--- src/rtl/nic_regbank_pkg.sv ---
package nic_regbank_pkg;

  localparam int DW      = 16;
  localparam int NACT    = 10;
  localparam int RB_BIT  = 5;   // status bit for receive resources exhausted
  localparam int FETCH_BIT = 8; // command bit for resource fetch

  localparam int A_CMD   = 'h00;
  localparam int A_ISTAT = 'h01;
  localparam int A_IMASK = 'h02;
  localparam int A_CFG1  = 'h03;
  localparam int A_CFG2  = 'h04;
  localparam int A_TXCTL = 'h05;
  localparam int A_RXCTL = 'h06;
  localparam int A_RSTART = 'h08;
  localparam int A_RWRITE = 'h0B;
  localparam int A_EOB   = 'h0C;
  localparam int A_TALLY0 = 'h10;
  localparam int A_TALLY2 = 'h12;
  localparam int A_REV   = 'h13;

  localparam logic [DW-1:0] CMD_RESET_VAL = 16'h0094;
  localparam logic [DW-1:0] CMD_WMASK     = 16'h03BF;

  typedef enum logic [2:0] {
    RK_PLAIN,   // full storage
    RK_MASKED,  // storage with fixed write mask
    RK_INV,     // stores inverted data
    RK_CFG,     // writable only while in reset mode
    RK_RO,      // constant, writes dropped
    RK_EXT      // owned by another unit
  } rkind_t;

  function automatic rkind_t kind_of(input int a);
    if (a == A_CMD || a == A_ISTAT || a == A_IMASK) return RK_EXT;
    if (a == A_CFG1 || a == A_CFG2)                 return RK_CFG;
    if (a == A_TXCTL || a == A_RXCTL)               return RK_MASKED;
    if (a >= A_RSTART && a <= A_RWRITE)             return RK_MASKED;
    if (a >= A_TALLY0 && a <= A_TALLY2)             return RK_INV;
    if (a == A_REV)                                 return RK_RO;
    return RK_PLAIN;
  endfunction

  function automatic logic [DW-1:0] wmask_of(input int a);
    if (a == A_CFG1)                     return 16'hBFFF;
    if (a == A_CFG2)                     return 16'hF017;
    if (a == A_TXCTL)                    return 16'hF000;
    if (a == A_RXCTL)                    return 16'hFFE0;
    if (a >= A_RSTART && a <= A_RWRITE)  return 16'hFFFE;
    return 16'hFFFF;
  endfunction

endpackage

--- src/rtl/nic_regfile.sv ---
module nic_regfile
  import nic_regbank_pkg::*;
#(
  parameter int ADDR_W = 6,
  parameter logic [15:0] REV_ID = 16'h0004,
  parameter logic [15:0] EOB_RESET = 16'h02F8,
  localparam int NREG = 1 << ADDR_W
) (
  input  logic                     clk,
  input  logic                     rst,
  input  logic                     we,
  input  logic [ADDR_W-1:0]        waddr,
  input  logic [DW-1:0]            wdata,
  input  logic                     cfg_open,
  output logic [NREG-1:0][DW-1:0]  rf_q
);

  for (genvar i = 0; i < NREG; i++) begin : g_reg
    localparam rkind_t K = kind_of(i);
    localparam logic [DW-1:0] M = wmask_of(i);
    localparam logic [DW-1:0] RV = (i == A_EOB) ? EOB_RESET : '0;

    if (K == RK_EXT) begin : g_ext
      assign rf_q[i] = '0;
    end else if (K == RK_RO) begin : g_ro
      assign rf_q[i] = (i == A_REV) ? REV_ID : '0;
    end else begin : g_st
      logic hit;
      logic [DW-1:0] q;
      assign hit = we && (waddr == ADDR_W'(i)) && ((K != RK_CFG) || cfg_open);
      always_ff @(posedge clk) begin
        if (rst)      q <= RV;
        else if (hit) q <= (K == RK_INV) ? ~wdata : (wdata & M);
      end
      assign rf_q[i] = q;
    end
  end

endmodule

--- src/rtl/nic_cmd_unit.sv ---
module nic_cmd_unit
  import nic_regbank_pkg::*;
(
  input  logic            clk,
  input  logic            rst,
  input  logic            wr,
  input  logic [DW-1:0]   wdata,
  input  logic [NACT-1:0] done,
  output logic [DW-1:0]   cmd_q,
  output logic [NACT-1:0] strobe_q
);

  logic [DW-1:0]   cmd_n;
  logic [NACT-1:0] strobe_n;
  logic [DW-1:0]   acc;

  always_comb begin
    cmd_n    = cmd_q & ~{{(DW-NACT){1'b0}}, done};
    strobe_n = '0;
    acc      = wdata & CMD_WMASK;
    if (wr) begin
      if (cmd_q[7] && !wdata[7]) begin
        // leaving reset mode: nothing else happens
        cmd_n[7] = 1'b0;
      end else begin
        cmd_n    = cmd_n | acc;
        strobe_n = acc[NACT-1:0];
        if (acc[2]) cmd_n[3] = 1'b0;
        if (acc[3]) cmd_n[2] = 1'b0;
        if (acc[4]) cmd_n[5] = 1'b0;
        if (acc[5]) cmd_n[4] = 1'b0;
        if (acc[7]) begin
          cmd_n[9:8] = 2'b00;
          cmd_n[1:0] = 2'b00;
          cmd_n[7]   = 1'b1;
          cmd_n[2]   = 1'b1;
        end
      end
    end
  end

  always_ff @(posedge clk) begin
    if (rst) begin
      cmd_q    <= CMD_RESET_VAL;
      strobe_q <= '0;
    end else begin
      cmd_q    <= cmd_n;
      strobe_q <= strobe_n;
    end
  end

endmodule

--- src/rtl/nic_irq_unit.sv ---
module nic_irq_unit
  import nic_regbank_pkg::*;
(
  input  logic          clk,
  input  logic          rst,
  input  logic          mask_wr,
  input  logic          stat_wr,
  input  logic [DW-1:0] wdata,
  input  logic [DW-1:0] stat_set,
  output logic [DW-2:0] imask_q,
  output logic [DW-1:0] istat_q,
  output logic          fetch_q,
  output logic          irq_q
);

  logic [DW-1:0] clr;

  assign clr = stat_wr ? wdata : '0;

  always_ff @(posedge clk) begin
    if (rst) begin
      imask_q <= '0;
      istat_q <= '0;
      fetch_q <= 1'b0;
      irq_q   <= 1'b0;
    end else begin
      if (mask_wr) imask_q <= wdata[DW-2:0];
      istat_q <= (istat_q & ~clr) | stat_set;
      fetch_q <= clr[RB_BIT] & istat_q[RB_BIT];
      irq_q   <= |({1'b0, imask_q} & istat_q);
    end
  end

endmodule

--- src/rtl/nic_regbank.sv ---
module nic_regbank
  import nic_regbank_pkg::*;
#(
  parameter int ADDR_W = 6,
  parameter logic [15:0] REV_ID = 16'h0004,
  parameter logic [15:0] EOB_RESET = 16'h02F8
) (
  input  logic              clk,
  input  logic              rst,
  input  logic [ADDR_W-1:0] host_addr,
  input  logic              host_we,
  input  logic [15:0]       host_wdata,
  input  logic              host_re,
  output logic [15:0]       host_rdata,
  input  logic [15:0]       stat_set,
  input  logic [9:0]        act_done,
  output logic [9:0]        act_strobe,
  output logic              irq
);

  localparam int NREG = 1 << ADDR_W;

  logic [NREG-1:0][DW-1:0] rf_q;
  logic [DW-1:0]   cmd_q;
  logic [NACT-1:0] cmd_strobe;
  logic [DW-2:0]   imask_q;
  logic [DW-1:0]   istat_q;
  logic            fetch_q;
  logic            cmd_wr, mask_wr, stat_wr;

  assign cmd_wr  = host_we && (host_addr == ADDR_W'(A_CMD));
  assign mask_wr = host_we && (host_addr == ADDR_W'(A_IMASK));
  assign stat_wr = host_we && (host_addr == ADDR_W'(A_ISTAT));

  nic_cmd_unit u_cmd (
    .clk      (clk),
    .rst      (rst),
    .wr       (cmd_wr),
    .wdata    (host_wdata),
    .done     (act_done),
    .cmd_q    (cmd_q),
    .strobe_q (cmd_strobe)
  );

  nic_irq_unit u_irq (
    .clk      (clk),
    .rst      (rst),
    .mask_wr  (mask_wr),
    .stat_wr  (stat_wr),
    .wdata    (host_wdata),
    .stat_set (stat_set),
    .imask_q  (imask_q),
    .istat_q  (istat_q),
    .fetch_q  (fetch_q),
    .irq_q    (irq)
  );

  nic_regfile #(
    .ADDR_W    (ADDR_W),
    .REV_ID    (REV_ID),
    .EOB_RESET (EOB_RESET)
  ) u_rf (
    .clk      (clk),
    .rst      (rst),
    .we       (host_we),
    .waddr    (host_addr),
    .wdata    (host_wdata),
    .cfg_open (cmd_q[7]),
    .rf_q     (rf_q)
  );

  // fetch request from the status clear path merges onto the fetch strobe
  assign act_strobe = cmd_strobe | (NACT'(fetch_q) << FETCH_BIT);

  always_ff @(posedge clk) begin
    if (rst) begin
      host_rdata <= '0;
    end else if (host_re) begin
      if (host_addr == ADDR_W'(A_CMD))        host_rdata <= cmd_q;
      else if (host_addr == ADDR_W'(A_ISTAT)) host_rdata <= istat_q;
      else if (host_addr == ADDR_W'(A_IMASK)) host_rdata <= {1'b0, imask_q};
      else                                    host_rdata <= rf_q[host_addr];
    end
  end

endmodule

--- config.mk ---
export PLATFORM = sky130hd
export DESIGN_NAME = nic_regbank
export DESIGN_NICKNAME = d
export VERILOG_FILES = /design/src/rtl/nic_regbank_pkg.sv /design/src/rtl/nic_regfile.sv /design/src/rtl/nic_cmd_unit.sv /design/src/rtl/nic_irq_unit.sv /design/src/rtl/nic_regbank.sv
export SDC_FILE = /design/constraint.sdc
export NUM_CORES = 2
export LEC_CHECK = 0
export BUFFER_PORTS_ARGS = -buffer_cell sky130_fd_sc_hd__buf_4
export CORE_AREA = 2 2 314 316
export DETAILED_ROUTE_END_ITERATION = 12
export DIE_AREA = 0 0 316 318
export SLEW_MARGIN = 20
export SYNTH_ARGS = -nofsm -noshare
export SYNTH_HDL_FRONTEND = slang
export SYNTH_SLANG_ARGS = --single-unit
--- constraint.sdc ---
create_clock -name clk -period 2.6 [get_ports clk]
set_clock_uncertainty 0.1 [all_clocks]
set_input_delay 0.52 -clock clk [delete_from_list [all_inputs] [get_ports clk]]
set_output_delay 0.52 -clock clk [all_outputs]
set_load 0.1 [all_outputs]
==> out/metrics.csv <==
stage;metric;value;unit
synthesis;synth.mux.area_fraction;0.124;
grt;grt_util_all_layers;0.317;
clock_tree;clk_latency;0.71;ns
sta;max_freq;390;MHz
synthesis;synth_ff_type;dfxtp_1;
routing;firstDrtPassIters;8;
routing;viasPerCell;5.77;
clock_tree;clkSinkCount;998;
final_layout;final_nets;5627;
final_layout;final_cell_mix;nand2_1, dfxtp_1, a21oi_1;
grt;met2_usage;0.491;
clock_tree;cts_max_path_buffers;3;
grt;grt_overflow;0;
grt;grt_pass1_wl;243;mm
floorplanning;io_pins;79;
setup_path;crit_arrival;3.04;ns
clock_tree;cts.hold.buffers_added;22;
final_layout;area_growth_syn_to_layout;21.7;%
synthesis;syn_inst;5343;
synthesis;synth.distinct_cells;73;
final_layout;fill_cells;8884;
placement;port_buffers;77;
sta;slew_headroom;0.0934;
clock_tree;numCtsBuffers;105;
setup_path;critPathKind;in -> reg;
synthesis;yosys_warnings;0;
pwr;leakagePower;0.0185;uW
final_layout;multi_input_area;21100;sq um
setup_path;crit_required;3.07;ns
synthesis;async_flop_share;0;
min_path;min_path_type;in -> reg;
synthesis;synthSimpleGateAreaFrac;0.212;
placement;gp_congestion;0.986;
synthesis;synth_compound_area_frac;0.150;
routing;via_count;40100;
placement;placed_area;49000;sq um
sta;finalSetupViolations;0;
routing;ant_nets;0;
synthesis;synth_xor_area_frac;0;
sta;finalHoldViolCount;0;
floorplanning;start_util;0.445;
placement;hpwl;108;mm
setup_path;cp-end-kind;register;
final_layout;layout-drive-gt1-share;0.167;
sta;grt_setup_unrepaired;no;
floorplanning;dieArea;100000;sq um
setup_path;crit_path_start_kind;input pin;
routing;drc;0;
clock_tree;clock_tree.root_cell;clkbuf_16;
clock_tree;cts_tree;built;
grt;use_met3;0.0492;
clock_tree;cts.clk_slew.worst_paths;0.06;ns
final_layout;postLayoutCellArea;52800;sq um
final_layout;final_cells;6946;
setup_path;cp_max_fo;22;
pwr;peakVddDrop;561;uV
synthesis;synth.cell_area;43400;sq um
clock_tree;cts_resized;0;
synthesis;synth_top_family_by_area;simple AND/OR/NAND/NOR gates;
grt;grt_pass1_vias;37900;
sta;finalCritPeriodShare;0.987;
grt;grtUsageMet1;0.435;
clock_tree;postCtsSetupRepairBufs;0;
grt;grt_max_degree;241;
synthesis;syn_nets;5395;
floorplanning;die_x;316;um
routing;wl_per_cell;23.4;um
synthesis;yosysSeqAreaShare;0.461;
job;drv_cap;0;
floorplanning;core_area;97400;sq um
outcome;status;complete, no violations;
routing;drt_iter0_drc;4891;
sta;tightestPinTransition;1.36;ns
grt;busiest_layer;met2;
sta;maxSlewViolCount;0;
clock_tree;cts.htree.levels;3;
routing;wl;162;mm
floorplanning;die_y;318;um
synthesis;synth_edf_count;0;
final_layout;final_common_cell;nand2_1;
floorplanning;fp-row-count;115;
placement;place_inst;6733;
final_layout;ff_latch_area;20000;sq um
pwr;power_density;641;nW/um^2
sta;final.min_clock_period;2.57;ns
synthesis;syn_area_per_cell;8.12;sq um
grt;antenna_found_initial;3;
synthesis;synth_seq_cells;998;
synthesis;synthAdderAreaFrac;0;
## flip-flops by register name (all words and copies together) (netlist names)
register        count
u_cmd.strobe_q      9
host_rdata         16
u_irq.istat_q      16
u_irq.irq_q         1
u_irq.imask_q      15
u_rf.g.g_st.q     930
u_cmd.cmd_q        10
u_irq.fetch_q       1
## report_power, final
part	internal, uW	switching [uW]
logic	896	1680
clock network	9260	6520
registers	15400	104
total	25500	8310
## synthesized netlist by cell type (3+ instances only)
cell type / count / area [sq um]
or4_1: 3 / 22.5
nand2_1: 1948 / 7310
and2_1: 13 / 81.3
nand3b_1: 4 / 30.0
a31oi_1: 10 / 62.6
mux4_1: 9 / 236
nor2_2: 19 / 119
o211ai_1: 9 / 67.6
mux4_2: 149 / 3360
a211oi_1: 7 / 52.6
buf_4: 53 / 398
a221oi_1: 15 / 131
clkbuf_1: 307 / 1150
a311oi_1: 5 / 43.8
nand3_1: 47 / 235
a21oi_1: 992 / 4960
nor2_1: 205 / 769
nand4_1: 4 / 25.0
nor4_1: 4 / 25.0
nor3_2: 6 / 60.1
inv_1: 15 / 56.3
dfxtp_1: 998 / 20000
a21boi_0: 3 / 22.5
a2111oi_0: 6 / 52.6
a22o_1: 4 / 35.0
nor3_1: 9 / 45.0
nand2b_1: 10 / 62.6
o22ai_1: 10 / 62.6
buf_6: 17 / 191
nor2b_1: 26 / 163
o311ai_0: 5 / 43.8
and3_1: 8 / 50.1
o221ai_1: 11 / 96.3
nor3b_1: 6 / 45.0
mux2_2: 8 / 90.1
o21ai_0: 30 / 150
mux2i_1: 164 / 1640
a22oi_1: 62 / 465
o32ai_1: 6 / 52.6
buf_1: 8 / 30.0
buf_2: 82 / 410
## cell families (layout without fill, tap and decap cells)
kind of cell	count (synthesis)	count (layout)
muxes	332	332
DFF	998	998
other	1	2
buffers and inverters	488	803
AOI/OAI and AO/OA	1197	1197
and+or+nand+nor	2327	2327
## layout make-up
class	instances	share of cell area
diodes	1	0.0000474
clock inverters	36	0.00932
inverters	16	0.00114
repair buffers	597	0.122
multi-input cells	3857	0.399
clock buffers	154	0.0588
well taps	1287	0.0305
flip-flops and latches	998	0.379
## critical path: stages
cell and delay, ns:
buf_8 0.32, buf_4 0.28, mux4_2 0.50, mux4_2 0.55, o21ai_0 0.54, buf_4 0.21, o32ai_1 0.06
## final timing paths
check        slack [ns]                        to                 startpoint  depth (start not counted)
max reg2reg        0.13            host_rdata[14]  u_rf.g_reg[29].g_st.q[14]                          5
min                0.03            u_cmd.cmd_q[7]                act_done[7]                          3
min reg2reg        0.35  u_rf.g_reg[26].g_st.q[3]   u_rf.g_reg[26].g_st.q[3]                          2
max                0.03            host_rdata[14]               host_addr[0]                          7
## routing by layer
metal / routed length, um / vias up
met5: 0 / -
met4: 7320 / 0
met3: 14200 / 342
met1: 67800 / 19400
li1: - / 18400
met2: 73000 / 1829
## through the flow
stage	setup TNS, ns	setup slack, ns	hold slack (ns)	util	power (uW)
3_5_place_dp	-21.28	-0.634	0.343	0.503	18300
6_report	0	0.0337	0.0272	0.542	33800
3_3_place_gp	-17.96	-0.629	0.337	0.503	18300
5_1_grt	0	0.0332	0.0469	0.542	34700
4_1_cts	0	0.111	0.00267	0.542	33900
2_1_floorplan	0	0.161	0.332	-	17100
Power figures use the tool's default switching activity.
